[config.mk]
export PLATFORM = sky130hd
export DESIGN_NAME = sec_rtc_top
export DESIGN_NICKNAME = d
export VERILOG_FILES = /design/src/rtl/sec_rtc_pkg.sv /design/src/rtl/sec_rtc_wr_gate.sv /design/src/rtl/sec_rtc_store.sv /design/src/rtl/sec_rtc_core.sv /design/src/rtl/sec_rtc_top.sv
export SDC_FILE = /design/constraint.sdc
export NUM_CORES = 1
export LEC_CHECK = 0
export ABC_AREA = 1
export CAP_MARGIN = 20
export CORE_ASPECT_RATIO = 1.75
export CORE_MARGIN = 10
export CORE_UTILIZATION = 64
export DETAILED_ROUTE_END_ITERATION = 16
export PLACE_DENSITY = 0.86
export SYNTH_ARGS = -nofsm -noshare
export SYNTH_HDL_FRONTEND = slang
export SYNTH_HIERARCHICAL = 1
export SYNTH_SLANG_ARGS = --single-unit
[constraint.sdc]
create_clock -name clk -period 6.2 [get_ports clk]
set_clock_uncertainty 0.05 [all_clocks]
set_input_delay 0.93 -clock clk [delete_from_list [all_inputs] [get_ports clk]]
set_output_delay 0.93 -clock clk [all_outputs]
set_load 0.02 [all_outputs]
[src/rtl/sec_rtc_pkg.sv]
`timescale 1ns/1ps
package sec_rtc_pkg;
  localparam int unsigned DW = 32;

  // register byte offsets
  localparam logic [7:0] OFS_CTRL  = 8'h00;
  localparam logic [7:0] OFS_SEC   = 8'h04;
  localparam logic [7:0] OFS_ALM   = 8'h08;
  localparam logic [7:0] OFS_TRIM  = 8'h0C;
  localparam logic [7:0] OFS_PWRDN = 8'h20;
  localparam logic [7:0] OFS_SCR   = 8'h34;

  // control bit positions
  localparam int unsigned B_RDY    = 7;
  localparam int unsigned B_F1HZ   = 6;
  localparam int unsigned B_IE1HZ  = 5;
  localparam int unsigned B_FALM   = 4;
  localparam int unsigned B_IEALM  = 3;
  localparam int unsigned B_ALMEN  = 2;
  localparam int unsigned B_CNTEN  = 0;

  typedef struct packed {
    logic ie_1hz;
    logic ie_alm;
    logic alm_en;
    logic cnt_en;
  } ctrl_cfg_t;

  typedef struct packed {
    logic ctrl;
    logic sec;
    logic pwrdn;
  } sel_t;

  function automatic logic [DW-1:0] sec_advance(input logic [DW-1:0] s);
    return s + DW'(1);
  endfunction

  // sticky flag: set wins, a written 0 clears, a written 1 holds
  function automatic logic flag_update(input logic cur, input logic set_ev,
                                       input logic wr, input logic wbit);
    return set_ev | (cur & ~(wr & ~wbit));
  endfunction

  function automatic logic [DW-1:0] ctrl_image(input ctrl_cfg_t c, input logic rdy,
                                               input logic f1, input logic fa);
    logic [DW-1:0] v;
    v = '0;
    v[B_RDY]   = rdy;
    v[B_F1HZ]  = f1;
    v[B_IE1HZ] = c.ie_1hz;
    v[B_FALM]  = fa;
    v[B_IEALM] = c.ie_alm;
    v[B_ALMEN] = c.alm_en;
    v[B_CNTEN] = c.cnt_en;
    return v;
  endfunction

  function automatic logic irq_level(input ctrl_cfg_t c, input logic f1, input logic fa);
    return (f1 & c.ie_1hz) | (fa & c.ie_alm);
  endfunction
endpackage

[src/rtl/sec_rtc_wr_gate.sv]
`timescale 1ns/1ps
module sec_rtc_wr_gate #(
  parameter int unsigned ADDR_W      = 8,
  parameter int unsigned DATA_W      = 32,
  parameter int unsigned BUSY_CYCLES = 4
) (
  input  logic              clk,
  input  logic              rst_n,
  input  logic              wr_i,
  input  logic [ADDR_W-1:0] addr_i,
  input  logic [DATA_W-1:0] wdata_i,
  output logic              ready_o,
  output logic              accept_o,
  output logic              commit_o,
  output logic [ADDR_W-1:0] paddr_o,
  output logic [DATA_W-1:0] pdata_o
);
  localparam int unsigned CW = $clog2(BUSY_CYCLES + 1);

  logic [CW-1:0] busy_cnt;

  assign ready_o  = (busy_cnt == '0);
  assign accept_o = wr_i & ready_o;
  assign commit_o = (busy_cnt == CW'(1));

  always_ff @(posedge clk or negedge rst_n) begin
    if (!rst_n) begin
      busy_cnt <= '0;
      paddr_o  <= '0;
      pdata_o  <= '0;
    end else if (accept_o) begin
      busy_cnt <= CW'(BUSY_CYCLES);
      paddr_o  <= addr_i;
      pdata_o  <= wdata_i;
    end else if (busy_cnt != '0) begin
      busy_cnt <= busy_cnt - CW'(1);
    end
  end
endmodule

[src/rtl/sec_rtc_store.sv]
`timescale 1ns/1ps
module sec_rtc_store #(
  parameter int unsigned ADDR_W = 8,
  parameter int unsigned DATA_W = 32,
  parameter int unsigned NREG   = 3,
  parameter logic [NREG*8-1:0] OFS_LIST = {8'h34, 8'h0C, 8'h08}
) (
  input  logic                   clk,
  input  logic                   rst_n,
  input  logic                   commit_i,
  input  logic [ADDR_W-1:0]      paddr_i,
  input  logic [DATA_W-1:0]      pdata_i,
  output logic [NREG*DATA_W-1:0] regs_o
);
  for (genvar g = 0; g < NREG; g++) begin : g_reg
    logic hit;
    assign hit = commit_i & (paddr_i == ADDR_W'(OFS_LIST[g*8 +: 8]));
    always_ff @(posedge clk or negedge rst_n) begin
      if (!rst_n)   regs_o[g*DATA_W +: DATA_W] <= '0;
      else if (hit) regs_o[g*DATA_W +: DATA_W] <= pdata_i;
    end
  end
endmodule

[src/rtl/sec_rtc_core.sv]
`timescale 1ns/1ps
module sec_rtc_core
  import sec_rtc_pkg::*;
(
  input  logic          clk,
  input  logic          rst_n,
  input  logic          tick_i,
  input  ctrl_cfg_t     cfg_i,
  input  logic [DW-1:0] alarm_i,
  input  logic          ld_sec_i,
  input  logic          ld_ctrl_i,
  input  logic [DW-1:0] wdata_i,
  output logic [DW-1:0] sec_o,
  output logic          f1hz_o,
  output logic          falm_o,
  output logic          inc_o,
  output logic          match_o
);
  // a software load of the count takes precedence over a tick
  assign inc_o   = tick_i & cfg_i.cnt_en & ~ld_sec_i;
  assign match_o = cfg_i.alm_en & (sec_o == alarm_i);

  always_ff @(posedge clk or negedge rst_n) begin
    if (!rst_n) begin
      sec_o  <= '0;
      f1hz_o <= 1'b0;
      falm_o <= 1'b0;
    end else begin
      if (ld_sec_i)   sec_o <= wdata_i;
      else if (inc_o) sec_o <= sec_advance(sec_o);
      f1hz_o <= flag_update(f1hz_o, inc_o,   ld_ctrl_i, wdata_i[B_F1HZ]);
      falm_o <= flag_update(falm_o, match_o, ld_ctrl_i, wdata_i[B_FALM]);
    end
  end
endmodule

[src/rtl/sec_rtc_top.sv]
`timescale 1ns/1ps
module sec_rtc_top
  import sec_rtc_pkg::*;
#(
  parameter int unsigned BUSY_CYCLES = 4
) (
  input  logic          clk,
  input  logic          rst_n,
  input  logic          tick_1hz,
  input  logic [7:0]    bus_addr,
  input  logic          bus_wr,
  input  logic [31:0]   bus_wdata,
  output logic [31:0]   bus_rdata,
  output logic          irq_o,
  output logic          pwrdn_req_o
);
  localparam int unsigned AW   = 8;
  localparam int unsigned NREG = 3;

  logic          wr_ready, wr_accept, commit;
  logic [AW-1:0] paddr;
  logic [DW-1:0] pdata;
  sel_t          sel;
  ctrl_cfg_t     cfg;
  logic [DW-1:0] seconds;
  logic          flag_1hz, flag_alm, inc_evt, match_evt;
  logic [NREG*DW-1:0] plain;
  logic [DW-1:0] alarm_val, trim_val, scr_val;
  logic          pwrdn_q;

  sec_rtc_wr_gate #(.ADDR_W(AW), .DATA_W(DW), .BUSY_CYCLES(BUSY_CYCLES)) u_gate (
    .clk(clk), .rst_n(rst_n), .wr_i(bus_wr), .addr_i(bus_addr), .wdata_i(bus_wdata),
    .ready_o(wr_ready), .accept_o(wr_accept), .commit_o(commit),
    .paddr_o(paddr), .pdata_o(pdata)
  );

  assign sel.ctrl  = commit & (paddr == OFS_CTRL);
  assign sel.sec   = commit & (paddr == OFS_SEC);
  assign sel.pwrdn = commit & (paddr == OFS_PWRDN);

  sec_rtc_store #(.ADDR_W(AW), .DATA_W(DW), .NREG(NREG),
                  .OFS_LIST({OFS_SCR, OFS_TRIM, OFS_ALM})) u_store (
    .clk(clk), .rst_n(rst_n), .commit_i(commit), .paddr_i(paddr),
    .pdata_i(pdata), .regs_o(plain)
  );
  assign alarm_val = plain[0*DW +: DW];
  assign trim_val  = plain[1*DW +: DW];
  assign scr_val   = plain[2*DW +: DW];

  always_ff @(posedge clk or negedge rst_n) begin
    if (!rst_n) begin
      cfg     <= '0;
      pwrdn_q <= 1'b0;
    end else begin
      if (sel.ctrl) begin
        cfg.ie_1hz <= pdata[B_IE1HZ];
        cfg.ie_alm <= pdata[B_IEALM];
        cfg.alm_en <= pdata[B_ALMEN];
        cfg.cnt_en <= pdata[B_CNTEN];
      end
      if (sel.pwrdn) pwrdn_q <= pdata[0];
    end
  end

  sec_rtc_core u_core (
    .clk(clk), .rst_n(rst_n), .tick_i(tick_1hz), .cfg_i(cfg), .alarm_i(alarm_val),
    .ld_sec_i(sel.sec), .ld_ctrl_i(sel.ctrl), .wdata_i(pdata),
    .sec_o(seconds), .f1hz_o(flag_1hz), .falm_o(flag_alm),
    .inc_o(inc_evt), .match_o(match_evt)
  );

  always_comb begin
    unique case (bus_addr)
      OFS_CTRL:  bus_rdata = ctrl_image(cfg, wr_ready, flag_1hz, flag_alm);
      OFS_SEC:   bus_rdata = seconds;
      OFS_ALM:   bus_rdata = alarm_val;
      OFS_TRIM:  bus_rdata = trim_val;
      OFS_PWRDN: bus_rdata = {{(DW-1){1'b0}}, pwrdn_q};
      OFS_SCR:   bus_rdata = scr_val;
      default:   bus_rdata = '0;
    endcase
  end

  assign irq_o       = irq_level(cfg, flag_1hz, flag_alm);
  assign pwrdn_req_o = pwrdn_q;
endmodule

==> flow_summary.ini, run 1 <==
[placed_design]
gp_congestion = 0.9174
dp.cells = 1709
portBuffers = 77
dpl.hpwl_um = 20450

[yosys]
synth_area_sq_um = 10530
syn_inst = 1498
yosys_warnings = 6
synth_area_per_cell_sq_um = 7.032
syn_nets = 1546

[detailed_routing]
dr.first_iter.drc_count = 1212
wl_per_cell_um = 18.20
dr.pass1.iters = 6
drtAntennaViolNets = 0
drc = 0
finalWirelength_um = 31720
viasPerCell = 5.891
vias = 10268

[run]
maxCapViolCount = 0

[timing]
slew_viol_final = 0
fin_crit_ns = 4.557
finalCritPeriodShare_pct = 73.49
setup_viol = 0
max_slew_margin_pct = 36.55
rsz0062_at_grt = no
setup_tns_ns = 0
whs_ns = 0.4245
tightest_slew_ns = 0.9507
timing.final.hold_violations = 0
fmax_mhz = 219.5

[worst_setup_path]
crit_fanout = 44
worst-setup-path-type = primary input to output pin
slowest_stage = clkdlybuf4s50_1
start_kind = primary input
crit_arrival_ns = 3.58
rr_startpoint = u_gate/busy_cnt[1]$_DFFE_PN0P_
crit_chain = clkdlybuf4s50_1 > nor2_1 > nand2_1 > inv_2 > buf_16 > buf_4 > nand3_1 > nand4_1 > clkdlybuf4s50_1
end_kind = output pin
cp_common_cell = clkdlybuf4s50_1
crit_start = bus_addr[5]
max_stage_delay_ns = 0.61
crit_required_ns = 5.22

[global_routing]
grt_max_degree = 83
grt_pass1_wl_um = 50050
antenna_found_initial = 0
first_global_vias = 10018
track_usage_pct = 28.56
grt-ovfl-total = 0

[clock_network]
path_clk_slew_ns = 0.07
post_cts_buffers = 0
cts_tree = done
numCtsBuffers = 17
holdBufCountCts = 0
clockRootBuffer = clkbuf_16
numClockSinks = 178
cts_buffer_depth = 2
cts_htree_levels = 4
cts_resized = 0
clk_latency_ns = 0.45

[finish]
area_growth_pct = 13.36
num_antenna_cells = 0
fin_cells = 1743
final_core_util_pct = 73.30
layout-drive-gt1-share_pct = 5.674
nNetsFinal = 1586

[worst_hold_path]
min-delay-start = u_store/regs_o[70]$_DFFE_PN0P_
hold_path.class = flip-flop to flip-flop

[floorplanning]
chipWidth_um = 117.0
rows = 62
initial_core_util_pct = 64.66
core_region_area_sq_um = 16290
die-area_sq_um = 22190
die_h_um = 189.7
boundaryPins = 78

[pwr]
p_leak_uw = 0.005859
power_density_nw_per_um2 = 401.5
ir_worst_vdd_mv = 0.3129

[status]
outcome = finished clean
## critical path: cells and delay by family
kind / cells / cell delay [ns]
buffers and inverters: 5 / 2.14
and+or+nand+nor: 4 / 0.46
## metrics by stage
| stage | setup slack [ns] | area (sq um) | total power [uW] |
|---|---|---|---|
| after floorplan | 3.504 | 10530 | 3062 |
| after global placement | 1.551 | 11270 | 3513 |
| after detailed placement | 1.484 | 11270 | 3575 |
| after CTS | 1.474 | 11890 | 4726 |
| after global routing | 1.488 | 11940 | 5076 |
| final | 1.643 | 11940 | 4794 |
## cell type report
cell class              count  area (sq um)
well taps                 192         240.2
clock inverters            12         155.1
repair buffers             96         947.2
flip-flops and latches    178          4454
inverters                 171         641.9
multi-input cells        1074          5036
fillers                  1292          4349
clock buffers              20         466.7
## routing by layer
| layer | track usage (%) | up-vias | routed length (um) |
|---|---|---|---|
| met1 | 30.71 | 4819 | 11180 |
| met4 | 15.38 | 0 | 1369 |
| met5 | 0 | - | 0 |
| met2 | 51.03 | 506 | 17100 |
| met3 | 5.077 | 125 | 2068 |
| li1 | - | 4818 | - |
## cell usage in the layout, fill, tap and decap left out, drive strengths merged, types with 2 or more instances in the layout
master	instances
a21oi	4
dfrtp	178
nand3	257
clkinvlp	2
buf	20
ha	4
o221ai	2
nand4	33
clkbuf	20
clkdlybuf4s50	76
xnor2	8
o211ai	3
nand2	544
xor2	13
nor2	110
clkinv	6
nor3	2
bufinv	3
inv	172
o21bai	69
o21ai	17
## worst paths after layout
path / depth (start not counted) / to / slack, ns
max: 9 / bus_rdata[14] / 1.64
min reg2reg: 2 / u_store/regs_o[70]$_DFFE_PN0P_ / 0.42
max in group asynchronous: 2 / u_gate/pdata_o[20]$_DFFE_PN0P_ / 4.34
min in group asynchronous: 1 / u_store/regs_o[15]$_DFFE_PN0P_ / 0.47
min: 2 / u_store/regs_o[70]$_DFFE_PN0P_ / 0.42
max reg2reg: 13 / u_core/sec_o[8]$_DFFE_PN0P_ / 2.69
## power by group
part	switching, uW	leakage, uW	internal (uW)	total (uW)
Sequential	546	0.00235	1530	2080
Combinational	1040	0.00321	543	1580
Clock	470	0.000302	667	1140
## registers in the layout (all words and copies together) (netlist names)
signal           flops
u_store/regs_o      96
u_core/sec_o        32
u_gate/pdata_o      32
u_gate/paddr_o       8
cfg                  4
u_gate/busy_cnt      3
pwrdn_req_o          1
u_core/f1hz_o        1
u_core/falm_o        1
Note: power is estimated with default switching activity, not from simulation.
==> run 2, diff against run 1 <==
--- a/config.mk
+++ b/config.mk
@@ -9,9 +9,9 @@
 export CAP_MARGIN = 20
 export CORE_ASPECT_RATIO = 1.75
 export CORE_MARGIN = 10
-export CORE_UTILIZATION = 64
+export CORE_UTILIZATION = 60
 export DETAILED_ROUTE_END_ITERATION = 16
-export PLACE_DENSITY = 0.86
+export PLACE_DENSITY = 0.81
 export SYNTH_ARGS = -nofsm -noshare
 export SYNTH_HDL_FRONTEND = slang
 export SYNTH_HIERARCHICAL = 1
==> constraint.sdc (replaced) <==
create_clock -name clk -period 4.2 [get_ports clk]
set_clock_uncertainty 0.05 [all_clocks]
set_input_delay 0.63 -clock clk [delete_from_list [all_inputs] [get_ports clk]]
set_output_delay 0.63 -clock clk [all_outputs]
set_load 0.02 [all_outputs]
==> run 2 against run 1 <==
Net effect: sequential power grew 48%; final area grew 0.52%; flip-flop and latch count unchanged; total power rose by 48%; register-to-register slack lost 1.4 ns; clock power rose by 54%; critical path depth fell by 2; largest power group unchanged.
==> flow_summary.ini, run 2 (same netlist as run 1, synthesis figures left out) <==
[status]
outcome = finished clean

[timing]
timing.final.hold_violations = 0
finalCritPeriodShare_pct = 86.04
slew_viol_final = 0
tightest_slew_ns = 0.8450
max_slew_margin_pct = 43.61
fin_crit_ns = 3.614
setup_tns_ns = 0
rsz0062_at_grt = no
setup_viol = 0
fmax_mhz = 276.7

[detailed_routing]
finalWirelength_um = 30600
wl_per_cell_um = 17.18
drc = 0
viasPerCell = 5.655
dr.pass1.iters = 5
drtAntennaViolNets = 0
vias = 10072
dr.first_iter.drc_count = 902

[pwr]
p_sw_uw = 2959
p_clk_share_pct = 24.8
comb_power_share_pct = 31.8
power_density_nw_per_um2 = 590.2
swShare_pct = 41.77
p_int_uw = 4126
sequentialPowerShare_pct = 43.4
p_leak_uw = 0.005856
ir_worst_vdd_mv = 0.4838

[worst_setup_path]
crit_required_ns = 3.52
slowest_stage = clkdlybuf4s50_1
start_kind = primary input
cp_common_cell = clkdlybuf4s50_1
crit_arrival_ns = 2.93
worst-setup-path-type = primary input to output pin
end_kind = output pin
crit_fanout = 34
max_stage_delay_ns = 0.62
crit_chain = clkdlybuf4s50_1 > nand2_1 > nor2_4 > buf_4 > nand3_1 > nand4_1 > clkdlybuf4s50_1

[global_routing]
grtUsageMet3_pct = 4.477
grt-ovfl-total = 0
track_usage_pct = 26.23
first_global_vias = 10110
top_usage_layer = met2
grt_max_degree = 97
grt_pass1_wl_um = 50210
grt_use_met1_pct = 28.81
antenna_found_initial = 0
grt.met2_usage_pct = 46.69

[clock_network]
numClockSinks = 178
clockRootBuffer = clkbuf_16
cts_htree_levels = 4
clk_latency_ns = 0.44
cts_buffer_depth = 2
cts_resized = 0
cts_tree = done
path_clk_slew_ns = 0.06
holdBufCountCts = 0
post_cts_buffers = 0
numCtsBuffers = 17

[finish]
top_regs = u_store/regs_o x96, u_core/sec_o x32, u_gate/pdata_o x32
layout-drive-gt1-share_pct = 5.484
final_core_util_pct = 69.08
top_register = u_store/regs_o
largest_reg_flops = 96
fin_area_sq_um = 12000
nNetsFinal = 1585
layout_common_cells = nand2_1 (537), nand3_1 (256), dfrtp_1 (178)
final_common_cell = nand2_1
area_growth_pct = 13.96
num_antenna_cells = 0

[floorplanning]
rows = 64
chipWidth_um = 120.2
boundaryPins = 78
initial_core_util_pct = 60.62
core_region_area_sq_um = 17380
die_h_um = 195.3
die-area_sq_um = 23460

[placed_design]
dpl.hpwl_um = 20450
placed_cell_area_sq_um = 11350
gp_congestion = 0.9565
portBuffers = 77

[run]
maxCapViolCount = 0

[worst_hold_path]
hold_path.class = primary input to async pin
[run 2: cell count changes in the layout (fill, tap and decap cells not counted), sizes merged]
cell	before	now
clkinv	6	2
bufinv	3	5
buf	20	19
clkinvlp	2	3
inv	172	173
[run 2: per-layer routing]
layer | vias to the layer above | share of wire (%)
li1 | 4808 | -
met1 | 4775 | 37
met2 | 390 | 53
met3 | 99 | 5.1
met4 | 0 | 4.7
met5 | - | 0
[run 2: power by group through the flow]
| stage | Clock (uW) | Combinational [uW] | Sequential (uW) |
|---|---|---|---|
| floorplan | 0 | 1740 | 2780 |
| global placement | 0 | 2120 | 3070 |
| detailed placement | 0 | 2210 | 3080 |
| CTS | 1780 | 2230 | 3060 |
| global route | 1850 | 2560 | 3150 |
| finish | 1760 | 2250 | 3070 |
[run 2: per-stage QoR]
| stage | std cells | worst slack [ns] | hold WS (ns) | total power (uW) |
|---|---|---|---|---|
| finish | 1781 | 0.5862 | 0.1733 | 7085 |
| global route | 1781 | 0.4161 | 0.2352 | 7556 |
| CTS | 1781 | 0.6199 | 0.2020 | 7064 |
| detailed placement | 1749 | 0.6111 | 0.4089 | 5286 |
| global placement | 1749 | 0.6992 | 0.4029 | 5192 |
| floorplan | 1498 | 2.104 | 0.2844 | 4519 |
[run 2: worst max-delay path: cells and delay by family]
| kind | cells | cell delay [ns] |
|---|---|---|
| and+or+nand+nor | 4 | 0.72 |
| buffers and inverters | 3 | 1.57 |
[run 2: worst paths after layout]
check                                          startpoint  slack [ns]  cells after the start                             end
max                                           bus_addr[2]        0.59                      7                   bus_rdata[19]
min                                                 rst_n        0.17                      1  u_store/regs_o[47]$_DFFE_PN0P_
max reg2reg                u_gate/busy_cnt[1]$_DFFE_PN0P_        1.29                     12     u_core/sec_o[6]$_DFFE_PN0P_
min reg2reg                u_store/regs_o[65]$_DFFE_PN0P_        0.42                      2  u_store/regs_o[65]$_DFFE_PN0P_
max in group asynchronous                           rst_n        3.03                      2  u_gate/busy_cnt[2]$_DFFE_PN0P_
min in group clk           u_store/regs_o[65]$_DFFE_PN0P_        0.42                      2  u_store/regs_o[65]$_DFFE_PN0P_
[run 2: layout make-up]
class	instances	area [sq um]
multi-input cells	1074	5036
well taps	231	289.0
clock buffers	20	446.7
repair buffers	95	932.1
fillers	1517	5373
inverters	171	641.9
flip-flops and latches	178	4454
clock inverters	12	203.9
